File: src/rtl/sd_audio_dac.sv
module sd_audio_dac #(
  parameter int CLK_HZ = 50_000_000,
  parameter int BAUD   = 115_200,
  parameter int OVS    = 16,
  parameter int DW     = 8
) (
  input  logic clk,
  input  logic rst_n,
  input  logic rx_line,
  output logic dac_out,
  output logic sample_stb
);

  localparam int DIV_RAW = CLK_HZ / (BAUD * OVS);
  localparam int DIV     = (DIV_RAW < 1) ? 1 : DIV_RAW;
  localparam int DIV_W   = (DIV > 1) ? $clog2(DIV) : 1;
  localparam int OS_W    = $clog2(OVS);
  localparam int BIT_W   = $clog2(DW);
  localparam logic [OS_W-1:0]  OS_HALF = OS_W'(OVS / 2 - 1);
  localparam logic [OS_W-1:0]  OS_LAST = OS_W'(OVS - 1);
  localparam logic [BIT_W-1:0] BIT_LAST = BIT_W'(DW - 1);
  localparam logic [DIV_W-1:0] DIV_LAST = DIV_W'(DIV - 1);

  typedef enum logic [1:0] {ST_IDLE, ST_START, ST_DATA, ST_STOP} rx_st_t;

  logic rx_m, rx_s, rx_d;
  rx_st_t st_q;
  logic [DIV_W-1:0] div_q;
  logic [OS_W-1:0]  os_q;
  logic [BIT_W-1:0] bit_q;
  logic [DW-1:0]    shift_q, sample_q, acc_q;
  logic [DW:0]      sum;
  logic tick, fall;

  assign tick = (div_q == DIV_LAST);
  assign fall = rx_d & ~rx_s;
  assign sum  = {1'b0, acc_q} + {1'b0, sample_q};

  always_ff @(posedge clk) begin
    if (!rst_n) begin
      rx_m <= 1'b1;
      rx_s <= 1'b1;
      rx_d <= 1'b1;
    end else begin
      rx_m <= rx_line;
      rx_s <= rx_m;
      rx_d <= rx_s;
    end
  end

  always_ff @(posedge clk) begin
    if (!rst_n || st_q == ST_IDLE || tick) div_q <= '0;
    else                                   div_q <= div_q + 1'b1;
  end

  always_ff @(posedge clk) begin
    if (!rst_n) begin
      st_q       <= ST_IDLE;
      os_q       <= '0;
      bit_q      <= '0;
      shift_q    <= '0;
      sample_q   <= '0;
      sample_stb <= 1'b0;
    end else begin
      sample_stb <= 1'b0;
      case (st_q)
        ST_IDLE: begin
          os_q  <= '0;
          bit_q <= '0;
          if (fall) st_q <= ST_START;
        end
        ST_START: if (tick) begin
          if (os_q == OS_HALF) begin
            os_q <= '0;
            st_q <= rx_s ? ST_IDLE : ST_DATA;
          end else os_q <= os_q + 1'b1;
        end
        ST_DATA: if (tick) begin
          if (os_q == OS_LAST) begin
            os_q    <= '0;
            shift_q <= {rx_s, shift_q[DW-1:1]};
            bit_q   <= bit_q + 1'b1;
            if (bit_q == BIT_LAST) st_q <= ST_STOP;
          end else os_q <= os_q + 1'b1;
        end
        ST_STOP: if (tick) begin
          if (os_q == OS_LAST) begin
            st_q <= ST_IDLE;
            if (rx_s) begin
              sample_q   <= shift_q;
              sample_stb <= 1'b1;
            end
          end else os_q <= os_q + 1'b1;
        end
        default: st_q <= ST_IDLE;
      endcase
    end
  end

  always_ff @(posedge clk) begin
    if (!rst_n) begin
      acc_q   <= '0;
      dac_out <= 1'b0;
    end else begin
      acc_q   <= sum[DW-1:0];
      dac_out <= sum[DW];
    end
  end

  AST_STB_SINGLE: assert property (@(posedge clk) disable iff (!rst_n)
    sample_stb |=> !sample_stb);
  AST_SAMPLE_ONLY_ON_STB: assert property (@(posedge clk) disable iff (!rst_n)
    (sample_q != $past(sample_q)) |-> sample_stb);
  AST_STOP_HIGH: assert property (@(posedge clk) disable iff (!rst_n)
    sample_stb |-> $past(rx_s));
  AST_ZERO_SILENT: assert property (@(posedge clk) disable iff (!rst_n)
    (sample_q == '0) |=> !dac_out);
  AST_STATE_LEGAL: assert property (@(posedge clk) disable iff (!rst_n)
    (st_q == ST_IDLE) |-> (os_q == '0 || $past(st_q) != ST_IDLE));

endmodule

File: config.mk
export PLATFORM = sky130hd
export DESIGN_NAME = sd_audio_dac
export DESIGN_NICKNAME = d
export VERILOG_FILES = /design/src/rtl/sd_audio_dac.sv
export SDC_FILE = /design/constraint.sdc
export NUM_CORES = 1
export LEC_CHECK = 0
export CAP_MARGIN = 20
export CORE_UTILIZATION = 50
export CTS_BUF_LIST = sky130_fd_sc_hd__clkbuf_4 sky130_fd_sc_hd__clkbuf_8 sky130_fd_sc_hd__clkbuf_16
export CTS_CLUSTER_SIZE = 8
export DETAILED_ROUTE_END_ITERATION = 7
export PLACE_DENSITY = 0.76
export SYNTH_ARGS = -nofsm -noshare
export SYNTH_HDL_FRONTEND = slang
export SYNTH_SLANG_ARGS = --single-unit
File: constraint.sdc
create_clock -name clk -period 2.33 [get_ports clk]
set_input_delay 0.3495 -clock clk [delete_from_list [all_inputs] [get_ports clk]]
set_output_delay 0.3495 -clock clk [all_outputs]
set_load 0.01 [all_outputs]
Word-level counts from Yosys, hierarchy flattened
Index checks and enable logic that the tools add are counted.

storage, ports and cells
  register bits after elaboration = 43
  output and inout bits = 2

operators by class
  $add $sub $neg = 4
  eq/ne operators = 16
  mux-type cells = 21
  bitwise operators = 2
  reductions and logical operators = 11

operators by type and width
  operator                                       count
  two-way mux 4 bit                              6
  two-way mux 2 bit                              9
  != test 2 bit, second input constant           9
  case mux 4 bit (4 select lines)                1
  AND reduction 4 bit                            3
  adder 8 x 8 -> 9 bit                           1
  case mux 2 bit (4 select lines)                1
  AND reduction 8 bit                            1
  two-way mux 3 bit                              2
  case mux 3 bit (2 select lines)                1
  AND reduction 3 bit                            2
  adder 5 x 1 -> 5 bit, second input constant    1
  == test 5 bit, second input constant           1
  adder 4 x 1 -> 4 bit, second input constant    1
  == test 2 bit, second input constant           2
  == test 4 x 3 -> 1 bit, second input constant  1
  == test 4 bit, second input constant           1
  adder 3 x 1 -> 3 bit, second input constant    1
  == test 3 bit, second input constant           1
  == test 2 x 1 -> 1 bit, second input constant  1
  logical NOT 2 bit                              1
  logical OR 1 bit                               2
  nonzero test 2 bit                             1
  bitwise AND 1 bit                              1
  other kinds (3)                                3

Longest topological paths before layout
  depth in word-level cells = 5
  mapped depth = 8

Least setup slack after synthesis
Ideal clock, no wire load.

  path kind = register -> register
  start point = register sample_q[0]
  end point = register dac_out
  library setup time = 120 ps
  data arrival time = 1688 ps
  setup slack = 523 ps
  stages on the path, launching flop included = 7
  period minus slack after synthesis = 1807 ps
  cell sequence = dfxtp_1 ha_1 fa_1 a211oi_1 nor2_1 o31a_1 o31a_1

on the way
  word-level cells in the longest chain between the ends = 1

ends and longest elaborated chain
  item                    line  source
  from (decl)             31    logic [DW-1:0] shift_q, sample_q, acc_q;
  from (signal assigned)  90    sample_q <= shift_q;
  adder 8 x 8 -> 9 bit    37    assign sum = {1'b0, acc_q} + {1'b0, sample_q};
  to (signal assigned)    106   dac_out <= sum[DW];
  to (decl)               10    output logic dac_out,

Every way passes these cells.
A chain may end at the register's enable or synchronous reset.

Worst setup path in the final report
Ends and elaborated chain as after synthesis.

==> flow_summary.yaml <==
layout:
  fillers: 354
  fin_nets: 236
  regArea_um2: 861
  syn_to_final_growth_pct: 7.84
  multi_input_area_um2: 1040
  drive_gt1_share_pct: 6.82
  n_antenna_cell: 0
yosys:
  syn_area_per_cell_um2: 9.12
  async_reset_ff_share_pct: 0
  synth_top_area_share_pct: 43.5
  ys_warn_count: 0
  synth_most_common_cell: "dfxtp_1"
  synth_fa_ha_area_share_pct: 9.23
  synth_edf_count: 0
  synth_area_leaders: "dfxtp_1 (43%), ha_1 (8.2%), nand3_1 (6.1%)"
  synth_cells: 217
  synth_top_family_by_area: "simple AND/OR/NAND/NOR gates"
  yosysUniqueCellTypes: 44
  ys_seq_area_share_pct: 43.5
  syn_area_um2: 1980
  syn_nets: 234
  yosys.area_share.simple_pct: 23.3
  synth-xor-area-share_pct: 1.77
  synth_compound_area_share_pct: 17.4
  synth_commonest_cells: "dfxtp_1 (43), nand3_1 (24), o21ai_0 (20), nand2_1 (15), nor2_1 (14)"
  synth_top_cell_by_area: "dfxtp_1"
  ys_seq_elements: 43
  synth_mux_area_share_pct: 1.01
  yosys_most_used_dff: "dfxtp_1"
floorplan:
  die_x_um: 64.9
  row_count: 22
  io_pins: 5
  start_util_pct: 53.3
  die_y_um: 64.9
  dieArea_um2: 4210
  fp.coreArea_um2: 3720
sta:
  hold_viol: 0
  slew_viol_final: 0
  whs_ns: 0.425
  finalSetupTns_ns: 0
  fin_crit_sh_pct: 83.1
  max_clock_freq_mhz: 516
  tightest_slew_ns: 0.486
  setup_viol: 0
  maxSlewHeadroom_pct: 67.5
  rsz0062_at_grt: "no"
  period_needed_ns: 1.94
  clock_skew_ns: 0.00976
run_status:
  status: "completed"
clock_tree:
  cts_tree: "done"
  cts_max_level: 2
  clock-sinks: 43
  numCtsBuffers: 5
  cts_hold_buf: 0
  cts.path.max_buffers: 2
  cts_resized: 0
  clockRootBuffer: "clkbuf_8"
  post_cts_buffers: 0
  clock_latency_ns: 0.31
  path_clk_slew_ns: 0.09
global_routing:
  track_usage_pct: 18.7
  grt_pass1_vias: 1378
  grt_antenna_before_repair: 0
  grt_pass1_wl_mm: 6.04
  grt_max_degree: 36
  overflow: 0
pwr:
  p_int_uw: 967
  power.leakage_nw: 0.880
  switching_power_uw: 305
  powerDensity_nw_per_um2: 596
  comb_power_share_pct: 3.5
  swShare_pct: 24.0
  power.clock.fraction_pct: 37.8
  power_frac_seq_pct: 58.7
  irDropWorstVdd_mv: 0.515
route:
  drt-pass1-iter-count: 4
  drt_iter0_markers: 57
  drtAntennaViolNets: 0
  wl_per_cell_um: 12.4
  vias: 1496
  wirelength_mm: 3.32
  drc_errors: 0
  viasPerCell: 5.58
place:
  post-dp-hpwl_mm: 2.26
  place_congestion: 0.787
  port_buffers: 4
run:
  maxCapViolations: 0
hold_path:
  hp-start: "rx_m"
  min_path_type: "flop to flop"
critical_path:
  critPathKind: "flop to flop"
  worstSetupStartpointType: "flop"
  critPathLaunch: "sample_q[0]"
  crit_required_ns: 2.53
  cp_data_arrival_time_ns: 2.14
  cp-end-kind: "flop"
  crit_path_max_fanout: 3
  reg2reg_from: "sample_q[0]"
## routing by layer
metal | share of wire [%] | GRT usage, % | wire (um) | up-vias
li1 | - | - | - | 788
met1 | 49 | 23.2 | 1630 | 686
met2 | 46 | 30.2 | 1540 | 14
met3 | 2.6 | 4.75 | 86 | 8
met4 | 1.9 | 8.33 | 63 | 0
met5 | 0 | 0 | 0 | -
## final timing paths
check	end	slack [ns]	cells after the start
max	dac_out	0.39	6
min	rx_s	0.42	1
min reg2reg	rx_s	0.42	1
max reg2reg	dac_out	0.39	6
## kinds of logic (layout without fill, tap and decap cells)
| logic type | Yosys count | in the layout |
|---|---|---|
| xor+xnor | 4 | 4 |
| buf+inv | 17 | 20 |
| compound gates | 53 | 53 |
| mux | 2 | 2 |
| simple gates | 84 | 84 |
| flops | 43 | 43 |
| fa+ha+maj | 14 | 14 |
## critical path, stage by stage (launching register included)
cell and delay, ns:
dfxtp_1 0.33, ha_1 0.24, fa_1 0.43, a211oi_1 0.24, nor2_1 0.11, o31a_1 0.26
o31a_1 0.23
## stage by stage
| step | power, mW | worst slack, ns | utilization (%) | cell area (um2) | cells |
|---|---|---|---|---|---|
| global route | 1.32 | 0.291 | 57.4 | 2130 | 268 |
| CTS | 1.28 | 0.408 | 57.4 | 2130 | 268 |
| finish | 1.27 | 0.393 | 57.4 | 2130 | 268 |
| floorplan | 0.797 | 0.523 | - | 1980 | 217 |
| detailed placement | 0.809 | 0.428 | 55.1 | 2050 | 260 |
| global placement | 0.808 | 0.449 | 55.1 | 2050 | 260 |
## power by group through the flow
stage	Combinational, mW	Clock, mW	Sequential [mW]
6_report	0.0442	0.481	0.747
5_1_grt	0.0502	0.517	0.748
4_1_cts	0.0446	0.492	0.747
3_5_place_dp	0.0444	0	0.764
3_3_place_gp	0.0437	0	0.764
2_1_floorplan	0.0357	0	0.761
## state kept, by name, indices dropped and copies added, names as in the netlist, 3 cells and up, named ones only
| signal | flops |
|---|---|
| acc_q | 8 |
| sample_q | 8 |
| shift_q | 8 |
| div_q | 5 |
| os_q | 4 |
| bit_q | 3 |
## area by class of cell
cell class,instances,area share [%]
repair buffers,7,2.93
flip-flops and latches,43,40.3
well taps,48,2.81
multi-input cells,157,48.9
inverters,5,0.879
clock buffers,5,3.22
clock inverters,3,0.938
## cells in the final DEF (no fill, tap or decap), drive strengths merged, types with 3 or more instances in the layout
| cell type | instances |
|---|---|
| inv | 5 |
| nor2 | 14 |
| o21ai | 20 |
| a211oi | 6 |
| nand4 | 4 |
| o21a | 3 |
| and2 | 3 |
| clkdlybuf4s50 | 4 |
| buf | 3 |
| dfxtp | 43 |
| ha | 13 |
| nor3 | 3 |
| a31oi | 3 |
| nand2 | 15 |
| a21oi | 7 |
| nor2b | 5 |
| nand3 | 24 |
| nand2b | 4 |
| clkbuf | 5 |
(Power assumes the default switching activity.)
